==> src/rtl/rtc_irq_pkg.sv <==
package rtc_irq_pkg;
    localparam int NSRC   = 3;
    localparam int SRC_PF = 0;
    localparam int SRC_AL = 1;
    localparam int SRC_WD = 2;

    typedef struct packed {
        logic       wd_en;
        logic       al_en;
        logic       pf_en;
        logic       al_batt;
        logic       pol_hi;
        logic       pulse;
        logic [1:0] rsv;
    } irq_cfg_t;

    localparam logic [7:0] CFG_COLD  = 8'h24;
    localparam logic [7:0] CFG_WMASK = 8'hFC;
endpackage

==> src/rtl/rtc_irq_cfg.sv <==
module rtc_irq_cfg
    import rtc_irq_pkg::*;
(
    input  logic       clk,
    input  logic       rst_n,
    input  logic       cold_i,
    input  logic       we_i,
    input  logic [7:0] wdata_i,
    output irq_cfg_t   cfg_o
);
    typedef struct packed {
        irq_cfg_t cfg;
    } st_t;

    st_t st_q, st_d;

    always_comb begin
        st_d = st_q;
        if (!rst_n) begin
            if (cold_i)
                st_d.cfg = irq_cfg_t'(CFG_COLD);
        end else if (we_i) begin
            st_d.cfg = irq_cfg_t'(wdata_i & CFG_WMASK);
        end
    end

    always_ff @(posedge clk) st_q <= st_d;

    assign cfg_o = st_q.cfg;

    p_write_lands_r13: assert property (@(posedge clk) disable iff (!rst_n)
        we_i |=> (cfg_o[7:2] == $past(wdata_i[7:2])) && (cfg_o[1:0] == 2'b00));
endmodule

==> src/rtl/rtc_irq_flags.sv <==
module rtc_irq_flags #(
    parameter int NS = 3
) (
    input  logic          clk,
    input  logic          rst_n,
    input  logic [NS-1:0] ev_i,
    input  logic          rd_i,
    input  logic [NS-1:0] en_i,
    input  logic          batt_i,
    input  logic [NS-1:0] batt_ok_i,
    output logic [NS-1:0] flags_o,
    output logic          qual_o
);
    typedef struct packed {
        logic [NS-1:0] flags;
    } st_t;

    st_t           st_q, st_d;
    logic [NS-1:0] allow;

    always_comb begin
        allow  = batt_i ? (en_i & batt_ok_i) : en_i;
        qual_o = |(ev_i & allow);
        st_d   = st_q;
        if (!rst_n) begin
            st_d = '0;
        end else begin
            for (int i = 0; i < NS; i++)
                st_d.flags[i] = (st_q.flags[i] & ~rd_i) | ev_i[i];
        end
    end

    always_ff @(posedge clk) st_q <= st_d;

    assign flags_o = st_q.flags;

    p_event_sets_flag_r1: assert property (@(posedge clk) disable iff (!rst_n)
        (ev_i != '0) |=> ((flags_o & $past(ev_i)) == $past(ev_i)));

    p_read_clears_r6: assert property (@(posedge clk) disable iff (!rst_n)
        (rd_i && ev_i == '0) |=> (flags_o == '0));

    p_flag_sticky_r1: assert property (@(posedge clk) disable iff (!rst_n)
        (!rd_i) |=> ((flags_o & $past(flags_o)) == $past(flags_o)));
endmodule

==> src/rtl/rtc_irq_pin.sv <==
module rtc_irq_pin #(
    parameter int PULSE_CYC = 10_000_000
) (
    input  logic clk,
    input  logic rst_n,
    input  logic qual_i,
    input  logic rd_i,
    input  logic pulse_i,
    input  logic pol_hi_i,
    input  logic batt_i,
    output logic oe_o,
    output logic val_o
);
    localparam int             CW      = $clog2(PULSE_CYC + 1);
    localparam logic [CW-1:0]  PULSE_LD = CW'(PULSE_CYC);

    typedef struct packed {
        logic          arm;
        logic [CW-1:0] cnt;
    } st_t;

    st_t  st_q, st_d;
    logic active;

    always_comb begin
        st_d = st_q;
        if (!rst_n) begin
            st_d = '0;
        end else begin
            st_d.arm = rd_i ? qual_i : (st_q.arm | qual_i);
            if (rd_i || st_q.cnt == '0)
                st_d.cnt = qual_i ? PULSE_LD : '0;
            else
                st_d.cnt = st_q.cnt - 1'b1;
        end
    end

    always_ff @(posedge clk) st_q <= st_d;

    always_comb begin
        active = pulse_i ? (st_q.cnt != '0) : st_q.arm;
        if (batt_i) begin
            oe_o  = active & ~pol_hi_i;
            val_o = 1'b0;
        end else if (pol_hi_i) begin
            oe_o  = 1'b1;
            val_o = active;
        end else begin
            oe_o  = active;
            val_o = 1'b0;
        end
    end

    p_pulse_no_restart_r8: assert property (@(posedge clk) disable iff (!rst_n)
        (st_q.cnt != '0 && !rd_i) |=> (st_q.cnt == CW'($past(st_q.cnt) - 1'b1)));

    p_read_releases_r6: assert property (@(posedge clk) disable iff (!rst_n)
        (rd_i && !qual_i) |=> !active);

    p_open_drain_low_r3: assert property (@(posedge clk) disable iff (!rst_n)
        (!pol_hi_i && oe_o) |-> !val_o);

    p_batt_no_high_r10: assert property (@(posedge clk) disable iff (!rst_n)
        batt_i |-> !(oe_o && val_o));
endmodule

==> src/rtl/rtc_irq_ctrl.sv <==
module rtc_irq_ctrl
    import rtc_irq_pkg::*;
#(
    parameter int PULSE_CYC = 10_000_000
) (
    input  logic       clk,
    input  logic       rst_n,
    input  logic       cold_start,
    input  logic       cfg_we,
    input  logic [7:0] cfg_wdata,
    output logic [7:0] cfg_rdata,
    input  logic       flag_rd,
    output logic [2:0] flag_rdata,
    input  logic       ev_wdog,
    input  logic       ev_alarm,
    input  logic       ev_pfail,
    input  logic       on_battery,
    output logic       int_val,
    output logic       int_oe
);
    irq_cfg_t        cfg;
    logic [NSRC-1:0] ev_vec, en_vec, batt_ok, flags;
    logic            qual;

    rtc_irq_cfg i_cfg (
        .clk     (clk),
        .rst_n   (rst_n),
        .cold_i  (cold_start),
        .we_i    (cfg_we),
        .wdata_i (cfg_wdata),
        .cfg_o   (cfg)
    );

    always_comb begin
        ev_vec          = '0;
        en_vec          = '0;
        batt_ok         = '0;
        ev_vec[SRC_WD]  = ev_wdog;
        ev_vec[SRC_AL]  = ev_alarm;
        ev_vec[SRC_PF]  = ev_pfail;
        en_vec[SRC_WD]  = cfg.wd_en;
        en_vec[SRC_AL]  = cfg.al_en;
        en_vec[SRC_PF]  = cfg.pf_en;
        batt_ok[SRC_AL] = cfg.al_batt & ~cfg.pol_hi;
    end

    rtc_irq_flags #(.NS(NSRC)) i_flags (
        .clk       (clk),
        .rst_n     (rst_n),
        .ev_i      (ev_vec),
        .rd_i      (flag_rd),
        .en_i      (en_vec),
        .batt_i    (on_battery),
        .batt_ok_i (batt_ok),
        .flags_o   (flags),
        .qual_o    (qual)
    );

    rtc_irq_pin #(.PULSE_CYC(PULSE_CYC)) i_pin (
        .clk      (clk),
        .rst_n    (rst_n),
        .qual_i   (qual),
        .rd_i     (flag_rd),
        .pulse_i  (cfg.pulse),
        .pol_hi_i (cfg.pol_hi),
        .batt_i   (on_battery),
        .oe_o     (int_oe),
        .val_o    (int_val)
    );

    assign cfg_rdata  = cfg;
    assign flag_rdata = flags;

    p_batt_wdog_quiet_r9: assert property (@(posedge clk) disable iff (!rst_n)
        (on_battery && ev_wdog && !ev_alarm && !ev_pfail && !flag_rd && !int_oe)
        |=> !int_oe);

    p_disabled_quiet_r2: assert property (@(posedge clk) disable iff (!rst_n)
        (!cfg_we && cfg.wd_en == 1'b0 && cfg.al_en == 1'b0 && cfg.pf_en == 1'b0
         && !cfg.pol_hi && !int_oe) |=> !int_oe);
endmodule

==> config.mk <==
export PLATFORM = sky130hd
export DESIGN_NAME = rtc_irq_ctrl
export DESIGN_NICKNAME = d
export VERILOG_FILES = /design/src/rtl/rtc_irq_pkg.sv /design/src/rtl/rtc_irq_cfg.sv /design/src/rtl/rtc_irq_flags.sv /design/src/rtl/rtc_irq_pin.sv /design/src/rtl/rtc_irq_ctrl.sv
export SDC_FILE = /design/constraint.sdc
export NUM_CORES = 1
export LEC_CHECK = 0
export BUFFER_PORTS_ARGS = -buffer_cell sky130_fd_sc_hd__clkbuf_2
export CORE_ASPECT_RATIO = 1.25
export CORE_MARGIN = 8
export CORE_UTILIZATION = 45
export CTS_CLUSTER_DIAMETER = 80
export DETAILED_ROUTE_END_ITERATION = 10
export PLACE_DENSITY = 0.79
export SLEW_MARGIN = 20
export SYNTH_ARGS = -nofsm -noshare
export SYNTH_HDL_FRONTEND = slang
export SYNTH_HIERARCHICAL = 1
export SYNTH_SLANG_ARGS = --single-unit
export TNS_END_PERCENT = 20
==> constraint.sdc <==
create_clock -name clk -period 5.5 [get_ports clk]
set_input_delay 0.55 -clock clk [delete_from_list [all_inputs] [get_ports clk]]
set_output_delay 0.55 -clock clk [all_outputs]
set_load 0.01 [all_outputs]
==> Yosys cells after proc, flatten, opt, wreduce, memory -nomap -nowiden <==
Cells that the tools add are included.
{ "word_totals": {"ramBits": 0, "latch_bits": 0, "out_inout_bits": 13, "mem_bits_ro": 0, "in_bits": 17, "reg_bits": 36, "mem_count": 0} }
{ "classes": {"mux": 12, "shifts": 0, "n_addsub": 1, "multipliers": 0, "n_eq_ne": 1, "magnitude_cmp": 0, "n_bitwise": 13, "div_mod_pow": 0, "reduce_logical": 6} }
{ "ops": {"columns": ["op", "n"], "rows": [
  ["$mux W24", 2],
  ["$logic_not A24 Y1", 1],
  ["$mux W8", 3],
  ["$reduce_bool A24 Y1", 1],
  ["$sub A24 B1 Y24 const B", 1],
  ["$mux W1", 6],
  ["$and A1 B1 Y1", 5],
  ["$or A1 B1 Y1", 4],
  ["$and A3 B2 Y3", 1],
  ["$and A3 B3 Y3", 1],
  ["$mux W3", 1],
  ["$reduce_or A3 Y1", 1],
  ["$ne A2 B1 Y1 const B", 1],
  ["$not A1 Y1", 2],
  ["$reduce_and A2 Y1", 1],
  ["$reduce_bool A2 Y1", 1],
  ["$logic_or A1 B1 Y1", 1]
]} }

==> Longest topological paths before layout <==
Gate-level depths: netlist (run 1).
{ "logic_depth": {"word_depth": 8, "ltp_mapped": 9} }

==> Cells and area by module <==
Netlist (run 1), hierarchy kept.
{ "by_module_without_submodules": {"columns": ["module", "cells_per_inst", "area_per_inst_um2", "seq_area_each_um2", "instances"], "rows": [
  ["rtc_irq_pin", 131, 1182.4, 500.5, 1],
  ["rtc_irq_cfg", 16, 256.5, 180.2, 1],
  ["rtc_irq_flags", 14, 147.6, 60.1, 1],
  ["rtc_irq_ctrl", 2, 17.5, 0.0, 1]
]} }

==> Least setup slack after synthesis (run 1) <==
Ideal clock, no wire load.
{ "synth_timing": {"path_kind": "register to output", "start": "register i_pin/st_q[0] in the netlist's numbering", "end": "output port int_val", "arrival_ns": 1.532, "setup_slack_ns": 3.418, "path_stages_with_launch": 7, "required_ns": 4.950, "n_path_buf": 0, "path_cell_list": "dfxtp_1 -> inv_1 -> ha_1 -> nor4b_1 -> nand2_1 -> nor3_1 -> a2111oi_0"} }
{ "synth_via": {"elab_chain_len": 4} }
{ "synth_rtl": {"columns": ["element", "line_no", "source"], "rows": [
  ["start, declared", "rtc_irq_pin.sv:22", "st_t st_q, st_d;"],
  ["start signal, assigned", "rtc_irq_pin.sv:38", "always_ff @(posedge clk) st_q <= st_d;"],
  ["$reduce_bool A24 Y1", "rtc_irq_pin.sv:41", "active = pulse_i ? (st_q.cnt != '0) : st_q.arm;"],
  ["$mux W1", "rtc_irq_pin.sv:41", null],
  ["$mux W1", "rtc_irq_pin.sv:45", "end else if (pol_hi_i) begin"],
  ["$mux W1", "rtc_irq_pin.sv:42", "if (batt_i) begin"],
  ["end, declared", "rtc_irq_ctrl.sv:18", "output logic int_val,"]
]} }
Every way passes these cells.

==> Worst setup path after layout (run 1) <==
{ "layout_timing": {"start": "register i_pin/st_q[12] in the netlist's numbering", "end": "output port int_oe"} }
{ "layout_via": {"elab_chain_len": 4} }
{ "layout_rtl": {"columns": ["element", "line_no", "source"], "rows": [
  ["$reduce_bool A24 Y1 *", "rtc_irq_pin.sv:41", null],
  ["$mux W1 *", "rtc_irq_pin.sv:41", null],
  ["$mux W1 or $and A1 B1 Y1 (tied branches)", "rtc_irq_pin.sv:45, rtc_irq_pin.sv:43", null],
  ["$mux W1 *", "rtc_irq_pin.sv:42", null],
  ["end, declared", "rtc_irq_ctrl.sv:19", "output logic int_oe"]
]} }
Every way passes the cells marked *; elsewhere a longest branch is shown, timed or not.

==> results.toml, run 1 <==
[status]
outcome = "finished clean"

[timing]
final.min_clock_period_ns = 2.409
final_max_slew_viol_count = 0
setup_viol = 0
final_critical_path_setup_slack_ns = 3.091
setup_tns_ns = 0
finalCritPeriodShare_pct = 43.79
grt_setup_unrepaired = "no"
final-hold-violation-count = 0
clock_skew_ns = 0.005735
fmax_ghz = 0.4152

[cts]
postCtsSetupRepairBufs = 0
numCtsBuffers = 5
cts-htree-levels = 2
hold_buffers = 0
ctsResizeCount = 0
clock_insertion_delay_worst_skew_ns = 0.29
tritoncts = "yes"
cts_buffer_depth = 2
cts_num_sinks = 34
cts.reportedPaths.clkPinSlew_ns = 0.07
clock_tree.root_cell = "clkbuf_8"

[floorplan]
chipWidth_um = 69.40
initial_core_util_pct = 46.45
dieArea_um2 = 5743
core_um2 = 3453
fp-row-count = 24
chipHeight_um = 82.75
ioPinCount = 30

[placed_design]
place.gp.congestion = 0.7395
port_buffers = 25
post-place-ws_ns = 3.385
detailedPlacementHpwl_um = 2273

[layout]
utilization_pct = 53.08
commonest_cells_after_routing_fill_and_taps_aside = "28 x dfxtp_1, 25 x clkbuf_2, 23 x nor2_1"
design.final.nets = 211
n_fill_cell = 336
syn2layout_area_growth_pct = 14.27
drive_gt1_share_pct = 25.91
num_antenna_cells = 0
layout_commonest_cell = "dfxtp_1"

[synthesis]
synth_mux_area_share_pct = 0.9360
yosys.area_share.simple_pct = 25.59
ys_async_sr_fraction_pct = 0
yosys_most_used_dff = "dfxtp_1"
share_of_the_synthesized_area_in_compound_gates_ao_oa_aoi_oai_pct = 11.62
syn_avg_cell_area_um2 = 9.841
synth-edff-count = 6
synth-warning-count = 6
synth-xor-area-share_pct = 10.37
synth_cell_type_count = 43
synthesis.instances = 163
largest_family_of_logic_cells_by_synthesized_area = "simple AND/OR/NAND/NOR gates"
synth_adder_area_share_pct = 1.560
mappedNetlistArea_um2 = 1604
yosysSeqAreaShare_pct = 46.18
ys_seq_elements = 34

[setup_path]
cp_slowest_stage_delay_ns = 0.35
cp_num_buf_inv = 1
timing.critical_path.from_type = "flop"
critical_path_peak_fanout = 4
timing.critical_path.to_type = "output pin"
worstPathArrival_ns = 1.86
crit_type = "reg -> out"
worst_path_most_repeated_cell = "nor3_1"
slowest_stage = "dfxtp_1"
path_delay_family = "simple AND/OR/NAND/NOR gates"
list_of_cells_traversed_by_the_critical_path = "nor3_1 -> nand4_1 -> nor3_1 -> a211o_1 -> o21ai_0 -> clkbuf_2"
timing.critical_path.required_ns = 4.95

[route]
detail_route.first_pass.iterations = 4
route.vias.total = 1229
wl_per_cell_um = 13.23
avgViaCountPerCell = 5.297
detail_route.drc_violations = 0
wirelength_um = 3069
ant_nets = 0
detailedRoute.firstIterationViolations = 69

[pwr]
ir_drop_uv = 198.3
power_frac_seq_pct = 46.9
intPower_mw = 0.4434
p_leak_nw = 0.7403
power.net_switching_mw = 0.2087
power.share.combinational_pct = 26.3
power.switching_fraction_pct = 32.01
power_density_nw_per_um2 = 355.7
clock_power_share_pct = 26.7

[global_routing]
grt_util_all_layers_pct = 11.41
grt_overflow = 0
first_global_vias = 1284
largest_net_degree_at_the_start_of_global_routing = 17
global_route_wire_length_before_repair_um = 5292
antenna_violations_before_repair = 0

[worst_hold_path]
type_of_the_tightest_min_delay_check = "reg -> reg"

[run]
cap_violations = 0
==> Yosys cell counts (all sizes together), types with 5 or more instances <==
| master | instances | area (um^2) |
|---|---|---|
| edfxtp | 6 | 180.2 |
| nor2b | 5 | 38.78 |
| inv | 5 | 18.76 |
| xor2 | 10 | 87.58 |
| a21oi | 12 | 63.81 |
| xnor2 | 9 | 78.83 |
| dfxtp | 28 | 560.5 |
| nor3 | 5 | 30.03 |
| nor2 | 24 | 97.59 |
| nand2 | 8 | 32.54 |
==> worst register-to-register path, delay by kind of cell (launching register included) <==
kind             cells  cell delay (ns)
AND/OR/NAND/NOR      4             1.02
AO/OA/AOI/OAI        1             0.51
flip-flops           1             0.35
==> layer usage <==
layer  part of all wire [%]  GRT usage [%]  wire length [um]
met5                      0              0                 0
met4                    2.1          6.776                65
met3                    7.1          5.496               218
met2                     50          21.42              1521
met1                     41          9.804              1263
==> through the flow <==
stage	std cells	cell area (um^2)	hold WS, ns	power (mW)
2_1_floorplan	165	1612	0.4208	0.4440
3_3_place_gp	224	1752	0.4393	0.4777
3_5_place_dp	224	1752	0.4453	0.4830
4_1_cts	232	1833	0.4605	0.6595
5_1_grt	232	1833	0.4920	0.6921
6_report	232	1833	0.4553	0.6521
==> power groups by stage <==
stage	Clock [mW]	Combinational (mW)	Sequential (mW)
after floorplan	0	0.135	0.309
after global placement	0	0.168	0.310
after detailed placement	0	0.172	0.311
after CTS	0.181	0.173	0.306
after global routing	0.189	0.193	0.310
final	0.174	0.172	0.306
==> path summary, 6_finish.rpt <==
check,cells after the start,end,start,slack (ns)
setup / recovery,6,int_oe,i_pin/st_q[12],3.09
hold / removal,1,i_pin/st_q[0],i_pin/st_q[0],0.46
setup reg to reg,5,i_pin/st_q[14],i_pin/st_q[12],3.51
hold reg to reg,1,i_pin/st_q[0],i_pin/st_q[0],0.46
==> layout make-up <==
type                       count  area, um^2  share of cell area [%]
multi-input combinational    121       818.3                   44.64
clock inverter                 2       8.758                  0.4778
timing repair buffer          25       125.1                   6.826
sequential                    34       740.7                   40.41
inverter                       5       18.77                   1.024
tap                           39       48.80                   2.662
clock buffer                   6       72.57                   3.959
==> registers in the layout (all words and copies together), names as in the netlist <==
name / count
i_pin/st_q: 25
i_cfg/cfg_o: 6
i_flags/flags_o: 3
==> cells by family (layout without fill, tap and decap cells) <==
kind of cell / Yosys count / in the layout
AO/OA/AOI/OAI: 25 / 25
XOR/XNOR: 19 / 19
adder cells (fa/ha/maj): 2 / 2
buffers and inverters: 10 / 38
flip-flops: 34 / 34
multiplexers: 1 / 1
other: 2 / 4
AND/OR/NAND/NOR: 70 / 70
No activity file was read; power rests on OpenSTA's default activity.
==> run 2, diff against run 1 <==
- ABC_AREA: default -> 1
- PLACE_DENSITY: 0.79 -> 0.81
- clock period: 5.5 -> 2.2 ns (I/O delays scaled with it)
==> run 2 against run 1 <==
Effect of this change:
- combinational power increased to 4.7 times the previous value
- hold slack worse by 0.28 ns
- die area increased by 7.1%
- critical endpoint unchanged
- area after synthesis increased by 9.0%
- non-clock buffer count did not move
==> results.toml, run 2 <==
[synthesis]
yosysSeqAreaShare_pct = 42.35
yosys.cell_count.top_type = "nand2_1"
synth_mux_area_share_pct = 0
ys_top_cells_by_area = "dfxtp_1 32%, nand2_1 14%, edfxtp_1 10%"
synth-xor-area-share_pct = 6.009
largest_family_of_logic_cells_by_synthesized_area = "simple AND/OR/NAND/NOR gates"
synth_cell_type_count = 29
synth-warning-count = 6
mappedNetlistArea_um2 = 1749
yosys_most_used_dff = "dfxtp_1"
ys_async_sr_fraction_pct = 0
yosys.area.top_type_share_pct = 32.05
ys_seq_elements = 34
synth_adder_area_share_pct = 1.431
share_of_the_synthesized_area_in_compound_gates_ao_oa_aoi_oai_pct = 4.649
synth.largest_area_cell = "dfxtp_1"
post_synth_most_frequent_cells = "66 x nand2_1, 44 x nor2_1, 28 x dfxtp_1, 28 x inv_1, 11 x nand3_1"
syn_avg_cell_area_um2 = 7.228
yosys.area_share.simple_pct = 36.91
synthesis.instances = 242
synth-edff-count = 6

[pwr]
clock_power_share_pct = 22.3
power.total_mw = 2.094
power_frac_seq_pct = 39.0
power_density_nw_per_um2 = 1051
ir_drop_uv = 505.0
p_leak_nw = 1.011
intPower_mw = 1.290
power.share.combinational_pct = 38.7
power.net_switching_mw = 0.8048
power.switching_fraction_pct = 38.43

[cts]
cts-htree-levels = 2
postCtsSetupRepairBufs = 0
ctsResizeCount = 0
cts_buffer_depth = 2
cts.reportedPaths.clkPinSlew_ns = 0.07
tritoncts = "yes"
clock_insertion_delay_worst_skew_ns = 0.29
cts_num_sinks = 34
hold_buffers = 0
numCtsBuffers = 5
clock_tree.root_cell = "clkbuf_8"

[route]
avgViaCountPerCell = 4.920
wl_per_cell_um = 10.89
detailedRoute.firstIterationViolations = 106
wirelength_um = 3408
detail_route.drc_violations = 0
ant_nets = 0
route.vias.total = 1540
detail_route.first_pass.iterations = 4

[timing]
clock_skew_ns = 0.006864
setup_tns_ns = 0
final_max_slew_viol_count = 0
setup_viol = 0
final-hold-violation-count = 0
fmax_ghz = 0.5612
hold_ws_ns = 0.1745
final.min_clock_period_ns = 1.782
finalCritPeriodShare_pct = 80.99
final_critical_path_setup_slack_ns = 0.4181
grt_setup_unrepaired = "no"

[placed_design]
place.gp.congestion = 0.7773
post-place-ws_ns = 0.6586
dp_cells = 305
port_buffers = 25
placement.cell_area_um2 = 1901
detailedPlacementHpwl_um = 2591

[global_routing]
antenna_violations_before_repair = 0
grt_overflow = 0
first_global_vias = 1482
grt_util_all_layers_pct = 11.75
global_route_wire_length_before_repair_um = 5809
largest_net_degree_at_the_start_of_global_routing = 19

[layout]
num_antenna_cells = 0
utilization_pct = 53.07
layout_commonest_cell = "nand2_1"
design.final.nets = 291
largest_register_ffs = 25
n_fill_cell = 376
drive_gt1_share_pct = 17.22
layout.cells.non_filler = 313
largest_register = "i_pin/st_q"
commonest_cells_after_routing_fill_and_taps_aside = "66 x nand2_1, 44 x nor2_1, 28 x inv_1, 28 x dfxtp_1, 25 x clkbuf_2"
final_standard_cell_area_without_fillers_um2 = 1992
syn2layout_area_growth_pct = 13.88

[floorplan]
fp-row-count = 25
chipHeight_um = 85.71
chipWidth_um = 71.77
ioPinCount = 30
dieArea_um2 = 6151
initial_core_util_pct = 46.60
core_um2 = 3754

[setup_path]
worstPathArrival_ns = 1.56
crit_type = "reg -> out"
timing.critical_path.from_type = "flop"
timing.critical_path.to_type = "output pin"
critical_path_peak_fanout = 4
timing.critical_path.required_ns = 1.98

[worst_hold_path]
type_of_the_tightest_min_delay_check = "in -> reg"

[status]
outcome = "finished clean"

[run]
cap_violations = 0
[run 2: cell count changes after synthesis, sizes merged, moves of 4 or more]
cell | before | now
nand2 | 8 | 67
inv | 5 | 30
nor2 | 24 | 49
nand3 | 4 | 14
nor2b | 5 | 0
or2 | 0 | 5
xor2 | 10 | 5
and2 | 4 | 0
nor4 | 4 | 0
[run 2: path summary, 6_finish.rpt]
kind / from / end / slack, ns / depth (start not counted)
max: i_pin/st_q[7] / int_oe / 0.42 / 7
min: ev_alarm / i_flags/flags_o[1] / 0.17 / 3
max reg2reg: i_pin/st_q[10] / i_pin/st_q[12] / 0.67 / 8
min reg2reg: i_pin/st_q[0] / i_pin/st_q[0] / 0.42 / 1
[run 2: final cells by class]
class / count / area (um^2) / area share [%]
Clock inverter: 1 / 5.005 / 0.2513
Inverter: 30 / 112.6 / 5.653
Sequential cell: 34 / 740.7 / 37.19
Clock buffer: 7 / 86.33 / 4.334
Timing Repair Buffer: 25 / 125.1 / 6.281
Tap cell: 40 / 50.05 / 2.513
Multi-Input combinational cell: 176 / 872.1 / 43.78
[run 2: critical path, stage by stage (launching register included)]
cell and delay, ns:
dfxtp_1 0.35, nor2_1 0.14, nand2_1 0.14, nor2_1 0.22
nand4_1 0.14, o211ai_1 0.11, nand2_1 0.06, clkbuf_2 0.13
[run 2: logic make-up (layout without fill, tap and decap cells)]
kind of cell,Yosys count,after routing
simple gates,143,143
flops,34,34
buf+inv,34,63
compound gates,15,15
xor+xnor,12,12
fa+ha+maj,2,2
other cells,2,4
[run 2: power groups by stage]
stage               clock, mW  sequential (mW)  combinational, mW
floorplan                   0            0.818              0.658
finish                  0.467            0.817              0.811
CTS                     0.486            0.815              0.816
global route            0.501            0.830              0.919
detailed placement          0            0.827              0.809
global placement            0            0.825              0.788
[run 2: metal layers]
layer | global-route usage (%) | up-vias | part of all wire [%]
met5 | 0 | - | 0
met4 | 5.959 | 0 | 1.7
met3 | 4.201 | 6 | 5.0
met2 | 20.85 | 32 | 52
met1 | 11.69 | 698 | 42
li1 | - | 804 | -
